<file path="src/rtl/cmp_edge_pkg.sv">
package cmp_edge_pkg;
   typedef enum logic [1:0] {
      EDGE_OFF  = 2'd0,
      EDGE_RISE = 2'd1,
      EDGE_FALL = 2'd2,
      EDGE_BOTH = 2'd3
   } edge_sel_e;

   localparam int REG_AW = 3;
   localparam logic [REG_AW-1:0] ADDR_REQ    = 3'd0;
   localparam logic [REG_AW-1:0] ADDR_SET    = 3'd1;
   localparam logic [REG_AW-1:0] ADDR_MASK   = 3'd2;
   localparam logic [REG_AW-1:0] ADDR_MASKED = 3'd3;
   localparam logic [REG_AW-1:0] ADDR_LEVEL  = 3'd4;
endpackage

</file>
<file path="src/rtl/cmp_edge_sync.sv">
module cmp_edge_sync #(
   parameter int STAGES = 2
) (
   input  logic clk,
   input  logic rst_n,
   input  logic d_async,
   output logic q_sync
);
   logic [STAGES-1:0] chain_q;

   if (STAGES < 2) begin : g_bad_depth
      $error("cmp_edge_sync: STAGES must be at least 2");
   end

   always_ff @(posedge clk or negedge rst_n) begin
      if (!rst_n) chain_q <= '0;
      else        chain_q <= {chain_q[STAGES-2:0], d_async};
   end

   assign q_sync = chain_q[STAGES-1];
endmodule

</file>
<file path="src/rtl/cmp_edge_chan.sv">
module cmp_edge_chan
   import cmp_edge_pkg::*;
#(
   parameter int SYNC_STAGES = 2
) (
   input  logic       clk,
   input  logic       rst_n,
   input  logic       cmp_raw,
   input  logic       det_en,
   input  logic [1:0] esel,
   input  logic       lvl_mode,
   input  logic       bypass,
   output logic       lvl_sync,
   output logic       edge_hit,
   output logic       trig
);
   logic lvl_prev_q;
   logic pulse_q;
   logic rise_w, fall_w;
   edge_sel_e sel_w;

   cmp_edge_sync #(.STAGES(SYNC_STAGES)) u_sync (
      .clk     (clk),
      .rst_n   (rst_n),
      .d_async (cmp_raw),
      .q_sync  (lvl_sync)
   );

   assign sel_w  = edge_sel_e'(esel);
   assign rise_w = lvl_sync & ~lvl_prev_q;
   assign fall_w = ~lvl_sync & lvl_prev_q;

   always_comb begin
      unique case (sel_w)
         EDGE_RISE: edge_hit = det_en & rise_w;
         EDGE_FALL: edge_hit = det_en & fall_w;
         EDGE_BOTH: edge_hit = det_en & (rise_w | fall_w);
         default:   edge_hit = 1'b0;
      endcase
   end

   always_ff @(posedge clk or negedge rst_n) begin
      if (!rst_n) begin
         lvl_prev_q <= 1'b0;
         pulse_q    <= 1'b0;
      end else begin
         lvl_prev_q <= lvl_sync;
         pulse_q    <= edge_hit;
      end
   end

   assign trig = bypass ? cmp_raw : (lvl_mode ? lvl_sync : pulse_q);


   pulse_once_chk: assert property (@(posedge clk) disable iff (!rst_n)
      (pulse_q && esel == EDGE_RISE && $past(esel) == EDGE_RISE) |=> !pulse_q);


   gated_off_chk: assert property (@(posedge clk) disable iff (!rst_n)
      !det_en |=> !pulse_q);
endmodule

</file>
<file path="src/rtl/cmp_edge_regs.sv">
module cmp_edge_regs
   import cmp_edge_pkg::*;
#(
   parameter int NUM_CH = 2
) (
   input  logic              clk,
   input  logic              rst_n,
   input  logic              we,
   input  logic [REG_AW-1:0] addr,
   input  logic [NUM_CH-1:0] wdata,
   input  logic [NUM_CH-1:0] hw_set,
   input  logic [NUM_CH-1:0] lvl,
   output logic [NUM_CH-1:0] rdata,
   output logic              irq
);
   logic [NUM_CH-1:0] req_q, mask_q;
   logic [NUM_CH-1:0] clr_v, set_v, masked_w;

   assign clr_v = (we && addr == ADDR_REQ) ? wdata : '0;
   assign set_v = (we && addr == ADDR_SET) ? wdata : '0;

   always_ff @(posedge clk or negedge rst_n) begin
      if (!rst_n) begin
         req_q  <= '0;
         mask_q <= '0;
      end else begin
         req_q <= (req_q & ~clr_v) | hw_set | set_v;
         if (we && addr == ADDR_MASK) mask_q <= wdata;
      end
   end

   assign masked_w = req_q & mask_q;
   assign irq      = |masked_w;

   always_comb begin
      unique case (addr)
         ADDR_REQ:    rdata = req_q;
         ADDR_MASK:   rdata = mask_q;
         ADDR_MASKED: rdata = masked_w;
         ADDR_LEVEL:  rdata = lvl;
         default:     rdata = '0;
      endcase
   end

   for (genvar b = 0; b < NUM_CH; b++) begin : g_chk

      req_rise_src_chk: assert property (@(posedge clk) disable iff (!rst_n)
         $rose(req_q[b]) |-> $past(hw_set[b] | set_v[b]));

      w1c_chk: assert property (@(posedge clk) disable iff (!rst_n)
         (clr_v[b] && !hw_set[b] && !set_v[b]) |=> !req_q[b]);

      set_wins_chk: assert property (@(posedge clk) disable iff (!rst_n)
         (clr_v[b] && hw_set[b]) |=> req_q[b]);
   end
endmodule

</file>
<file path="src/rtl/cmp_edge_unit.sv">
module cmp_edge_unit
   import cmp_edge_pkg::*;
#(
   parameter int NUM_CH      = 2,
   parameter int SYNC_STAGES = 2
) (
   input  logic                clk,
   input  logic                rst_n,
   input  logic                glb_en,
   input  logic [NUM_CH-1:0]   ch_en,
   input  logic [2*NUM_CH-1:0] edge_sel,
   input  logic [NUM_CH-1:0]   lvl_mode,
   input  logic [NUM_CH-1:0]   sync_bypass,
   input  logic [NUM_CH-1:0]   cmp_async,
   input  logic                reg_we,
   input  logic [REG_AW-1:0]   reg_addr,
   input  logic [NUM_CH-1:0]   reg_wdata,
   output logic [NUM_CH-1:0]   reg_rdata,
   output logic [NUM_CH-1:0]   trig_out,
   output logic                irq
);
   localparam int SEL_W = 2;

   logic [NUM_CH-1:0] lvl_w, hit_w;

   if (NUM_CH < 1 || NUM_CH > 32) begin : g_bad_ch
      $error("cmp_edge_unit: NUM_CH must be 1..32");
   end

   for (genvar c = 0; c < NUM_CH; c++) begin : g_ch
      cmp_edge_chan #(.SYNC_STAGES(SYNC_STAGES)) u_chan (
         .clk      (clk),
         .rst_n    (rst_n),
         .cmp_raw  (cmp_async[c]),
         .det_en   (glb_en & ch_en[c]),
         .esel     (edge_sel[c*SEL_W +: SEL_W]),
         .lvl_mode (lvl_mode[c]),
         .bypass   (sync_bypass[c]),
         .lvl_sync (lvl_w[c]),
         .edge_hit (hit_w[c]),
         .trig     (trig_out[c])
      );
   end

   cmp_edge_regs #(.NUM_CH(NUM_CH)) u_regs (
      .clk    (clk),
      .rst_n  (rst_n),
      .we     (reg_we),
      .addr   (reg_addr),
      .wdata  (reg_wdata),
      .hw_set (hit_w),
      .lvl    (lvl_w),
      .rdata  (reg_rdata),
      .irq    (irq)
   );
endmodule

</file>
<file path="config.mk">
export PLATFORM = sky130hd
export DESIGN_NAME = cmp_edge_unit
export DESIGN_NICKNAME = d
export VERILOG_FILES = /design/src/rtl/cmp_edge_pkg.sv /design/src/rtl/cmp_edge_sync.sv /design/src/rtl/cmp_edge_chan.sv /design/src/rtl/cmp_edge_regs.sv /design/src/rtl/cmp_edge_unit.sv
export SDC_FILE = /design/constraint.sdc
export NUM_CORES = 1
export LEC_CHECK = 0
export CAP_MARGIN = 20
export CORE_MARGIN = 2
export CORE_UTILIZATION = 37
export DETAILED_ROUTE_END_ITERATION = 8
export PLACE_DENSITY_LB_ADDON = 0.25
export SYNTH_ARGS = -nofsm -noshare
export SYNTH_HDL_FRONTEND = slang
export SYNTH_SLANG_ARGS = --single-unit
</file>
<file path="constraint.sdc">
create_clock -name clk -period 1.35 [get_ports clk]
set_clock_uncertainty 0.15 [all_clocks]
set_input_delay 0.3375 -clock clk [delete_from_list [all_inputs] [get_ports clk]]
set_output_delay 0.3375 -clock clk [all_outputs]
set_load 0.02 [all_outputs]
</file>
==> impl_summary.log <==
INFO  metric outcome = complete, but fails checks
INFO  metric failed_checks = negative setup slack
INFO  metric power_report.internal_total = 782.0 µW
INFO  metric start_util = 38.35%
INFO  metric first_global_vias = 537
INFO  metric finalNetCount = 120
INFO  metric synth_adder_area_share = 7.813%
INFO  metric synth_top_family_by_area = simple AND/OR/NAND/NOR gates
INFO  metric p_per_area = 937.9 nW/µm²
INFO  metric worst_skew_pair.late_latency = 0.27 ns
INFO  metric critical_path.endpoint_type = output pin
INFO  metric final_ant_viol_nets = 0
INFO  metric filler_cell_count = 143
INFO  metric fp.dieH = 45.61 µm
INFO  metric via_count = 579
INFO  metric tightestPinTransition = 0.2724 ns
INFO  metric power.share.sequential = 40.4%
INFO  metric antenna_cells = 0
INFO  metric clock-root-buffer = sky130_fd_sc_hd__clkbuf_4
INFO  metric final_setup_fails = 7
INFO  metric p_sw_share = 27.41%
INFO  metric detail_route.first_pass.iterations = 2
INFO  metric min_period_over_period = 128.2%
INFO  metric critical_path_required = 0.86 ns
INFO  metric die_width = 45.61 µm
INFO  metric clk_pin_slew = 0.07 ns
INFO  metric placeable_area = 1670 µm²
INFO  metric port_buffers = 25
INFO  metric synth-xor-area-share = 0%
INFO  metric post_drt_via_cell_ratio = 5.216
INFO  metric static-leakage-power = 0.5106 nW
INFO  metric switching_power = 295.3 µW
INFO  metric synth.yosys.seq_area_share = 46.88%
INFO  metric grt_first_pass_wirelength = 2214 µm
INFO  metric tritoncts.num_buffers = 3
INFO  metric die-area = 2080 µm²
INFO  metric library_cell_contributing_the_largest_single_delay_on_the_critical_path = sky130_fd_sc_hd__dfrtp_1
INFO  metric timing.final.crit_period = 1.731 ns
INFO  metric yosysWarnings = 0
INFO  metric setup_ws = -0.3811 ns
INFO  metric worstPathCellList = nand2b_4 -> a31oi_2 -> o22ai_2 -> buf_6
INFO  metric combinationalPowerShare = 33.6%
INFO  metric synth_nets = 83
INFO  metric postLayoutCoreUtil = 68.76%
INFO  metric hold-worst-slack = 0.1656 ns
INFO  metric initialDrtViolationCount = 7
INFO  metric detailedPlacementHpwl = 1023 µm
INFO  metric synthMuxAreaShare = 7.813%
INFO  metric crit_path_max_incr_delay = 0.40 ns
INFO  metric antenna_violations_before_repair = 0
INFO  metric synth.distinct_cells = 20
INFO  metric synth_seq_cells = 12
INFO  metric maxSlewViolCount = 0
INFO  metric fmax = 577.7 MHz
INFO  metric synthToLayoutAreaGrowth = 79.30%
INFO  metric synthesized_cell_area = 640.6 µm²
INFO  metric synth_cells = 58
INFO  metric pin_count_of_the_biggest_net_entering_global_routing = 13
INFO  metric peakVddDrop = 0.0007545 V
INFO  metric slew_headroom = 81.84%
INFO  metric final_hold_viol_count = 0
INFO  metric place.gp.congestion = 0.7035
INFO  metric drc_errors = 0
INFO  metric holdCritPathClass = input port to flop
INFO  metric tritoncts = built
INFO  metric mean_routed_wirelength_per_cell = 13.14 µm
INFO  metric maxCapViolCount = 0
INFO  metric clock_path_buffers = 2
INFO  metric maximum_fanout_encountered_on_the_critical_timing_path = 4
INFO  metric critical-path-top-delay-family = flip-flops
INFO  metric totalWireLength = 1458 µm
INFO  metric clock_power_share = 26.0%
INFO  metric setup.worst_path.start_class = flop
INFO  metric placed_cells_incl_taps = 108
INFO  metric synth_simple_gate_area_share = 19.34%
INFO  metric r2r_cells = 5
INFO  metric global_route_overflow = 0
INFO  metric category_of_the_most_critical_setup_path = flop to output pin
INFO  metric cts_htree_levels = 1
INFO  metric crit_arrival = 1.24 ns
INFO  metric avgSynthCellArea = 11.05 µm²
INFO  metric stdcell_count = 111
INFO  metric setup_repair_after_global_routing_missed_its_margin = true
INFO  metric drive_gt1_share = 47.87%
INFO  metric cp.depth = 4
INFO  metric row_count = 15
INFO  metric synth_compound_area_share = 13.48%
INFO  metric i_o_pins = 26
INFO  metric track_usage = 15.40%
INFO  metric sink_count = 12
INFO  metric cells_on_worst_hold_path = 1
INFO  metric path_buf_inv = 1
-- cell usage after synthesis --
cell type / instances / area share (%)
sky130_fd_sc_hd__a211oi_1: 2 / 2.3
sky130_fd_sc_hd__a22o_1: 1 / 1.4
sky130_fd_sc_hd__o22ai_1: 2 / 2.0
sky130_fd_sc_hd__a31oi_1: 2 / 2.0
sky130_fd_sc_hd__nand2b_1: 2 / 2.0
sky130_fd_sc_hd__a211o_1: 2 / 2.7
sky130_fd_sc_hd__and4bb_1: 2 / 3.9
sky130_fd_sc_hd__ha_1: 4 / 7.8
sky130_fd_sc_hd__mux2_4: 2 / 4.7
sky130_fd_sc_hd__nor2b_1: 2 / 2.0
sky130_fd_sc_hd__mux2i_1: 2 / 3.1
sky130_fd_sc_hd__o21ai_0: 4 / 3.1
sky130_fd_sc_hd__buf_4: 2 / 2.3
sky130_fd_sc_hd__dfrtp_1: 12 / 47
sky130_fd_sc_hd__nor3b_1: 2 / 2.3
sky130_fd_sc_hd__and3_1: 2 / 2.0
sky130_fd_sc_hd__nand2_1: 7 / 4.1
sky130_fd_sc_hd__nor2_1: 1 / 0.59
sky130_fd_sc_hd__inv_1: 4 / 2.3
sky130_fd_sc_hd__and4bb_4: 1 / 2.5
-- cell families (layout without fill, tap and decap cells) --
group,count (synthesis),after routing
compound gates,13,13
buf+inv,6,42
fa+ha+maj,4,4
mux,4,4
simple gates,19,19
flops,12,12
-- layer usage --
| layer | GRT usage (%) | part of all wire [%] | up-vias |
|---|---|---|---|
| li1 | - | - | 279 |
| met1 | 18.41 | 39 | 277 |
| met2 | 25.63 | 53 | 19 |
| met3 | 2.778 | 6.0 | 4 |
| met4 | 8.824 | 2.1 | 0 |
| met5 | 0 | 0 | - |
-- power by group through the flow --
stage	logic [mW]	registers (mW)	clock network, mW
final	0.362	0.436	0.280
after global routing	0.386	0.439	0.301
after CTS	0.336	0.431	0.284
after detailed placement	0.300	0.433	0
after global placement	0.297	0.433	0
after floorplan	0.142	0.423	0
-- cells in the final DEF, fill, tap and decap left out, drive strengths merged --
master	count
mux2	2
dlygate4sd2	7
a31oi	2
and3	2
nand2	7
a211oi	2
a22o	1
o22ai	2
clkbuf	5
nor2b	2
nor2	1
dfrtp	12
o21ai	4
a211o	2
nor3b	2
and4bb	3
clkdlybuf4s50	10
nand2b	2
ha	4
mux2i	2
buf	14
clkdlybuf4s15	2
inv	4
-- final timing paths --
path | startpoint | endpoint | slack [ns]
max reg2reg | g_ch[1].u_chan.u_sync.chain_q[1] | u_regs.req_q[1] | -0.17
max | u_regs.req_q[1] | reg_rdata[1] | -0.38
min in group asynchronous | rst_n | g_ch[1].u_chan.u_sync.chain_q[1] | 0.20
min reg2reg | g_ch[0].u_chan.u_sync.chain_q[0] | g_ch[0].u_chan.u_sync.chain_q[1] | 0.20
max in group asynchronous | rst_n | g_ch[1].u_chan.u_sync.chain_q[1] | 0.69
min | cmp_async[1] | g_ch[1].u_chan.u_sync.chain_q[0] | 0.17
-- timing repair --
action / in CTS / in global routing
hold buffers: 0 / 0
endpoints found under the setup margin: 11 / 11
setup buffers: 0 / 1
pin swaps: 9 / 6
resized for setup: 64 / 12
-- area by class of cell --
cell class	count	area, µm²	share of cell area (%)
flip-flops and latches	12	301.5	26.25
repair buffers	34	316.6	27.56
multi-input cells	40	457.9	39.87
inverters	4	15.01	1.307
well taps	17	21.27	1.852
clock buffers	4	36.28	3.159
-- flip-flops by register name, summed over array words and instances, names as in the netlist --
name and cells:
g_ch.u_chan.pulse_q 2, u_regs.mask_q 2, u_regs.req_q 2, g_ch.u_chan.u_sync.chain_q 4, g_ch.u_chan.lvl_prev_q 2
-- through the flow --
stage	setup TNS [ns]	setup slack (ns)	total power, mW	area [µm²]
2_1_floorplan	0	0.007398	0.5658	653.1
6_report	-1.809	-0.3811	1.077	1149
3_5_place_dp	-6.389	-1.062	0.7332	984.7
3_3_place_gp	-6.317	-1.057	0.7302	984.7
4_1_cts	-1.806	-0.3798	1.051	1102
5_1_grt	-2.167	-0.4366	1.126	1149
Note: power is estimated with default switching activity, not from simulation.
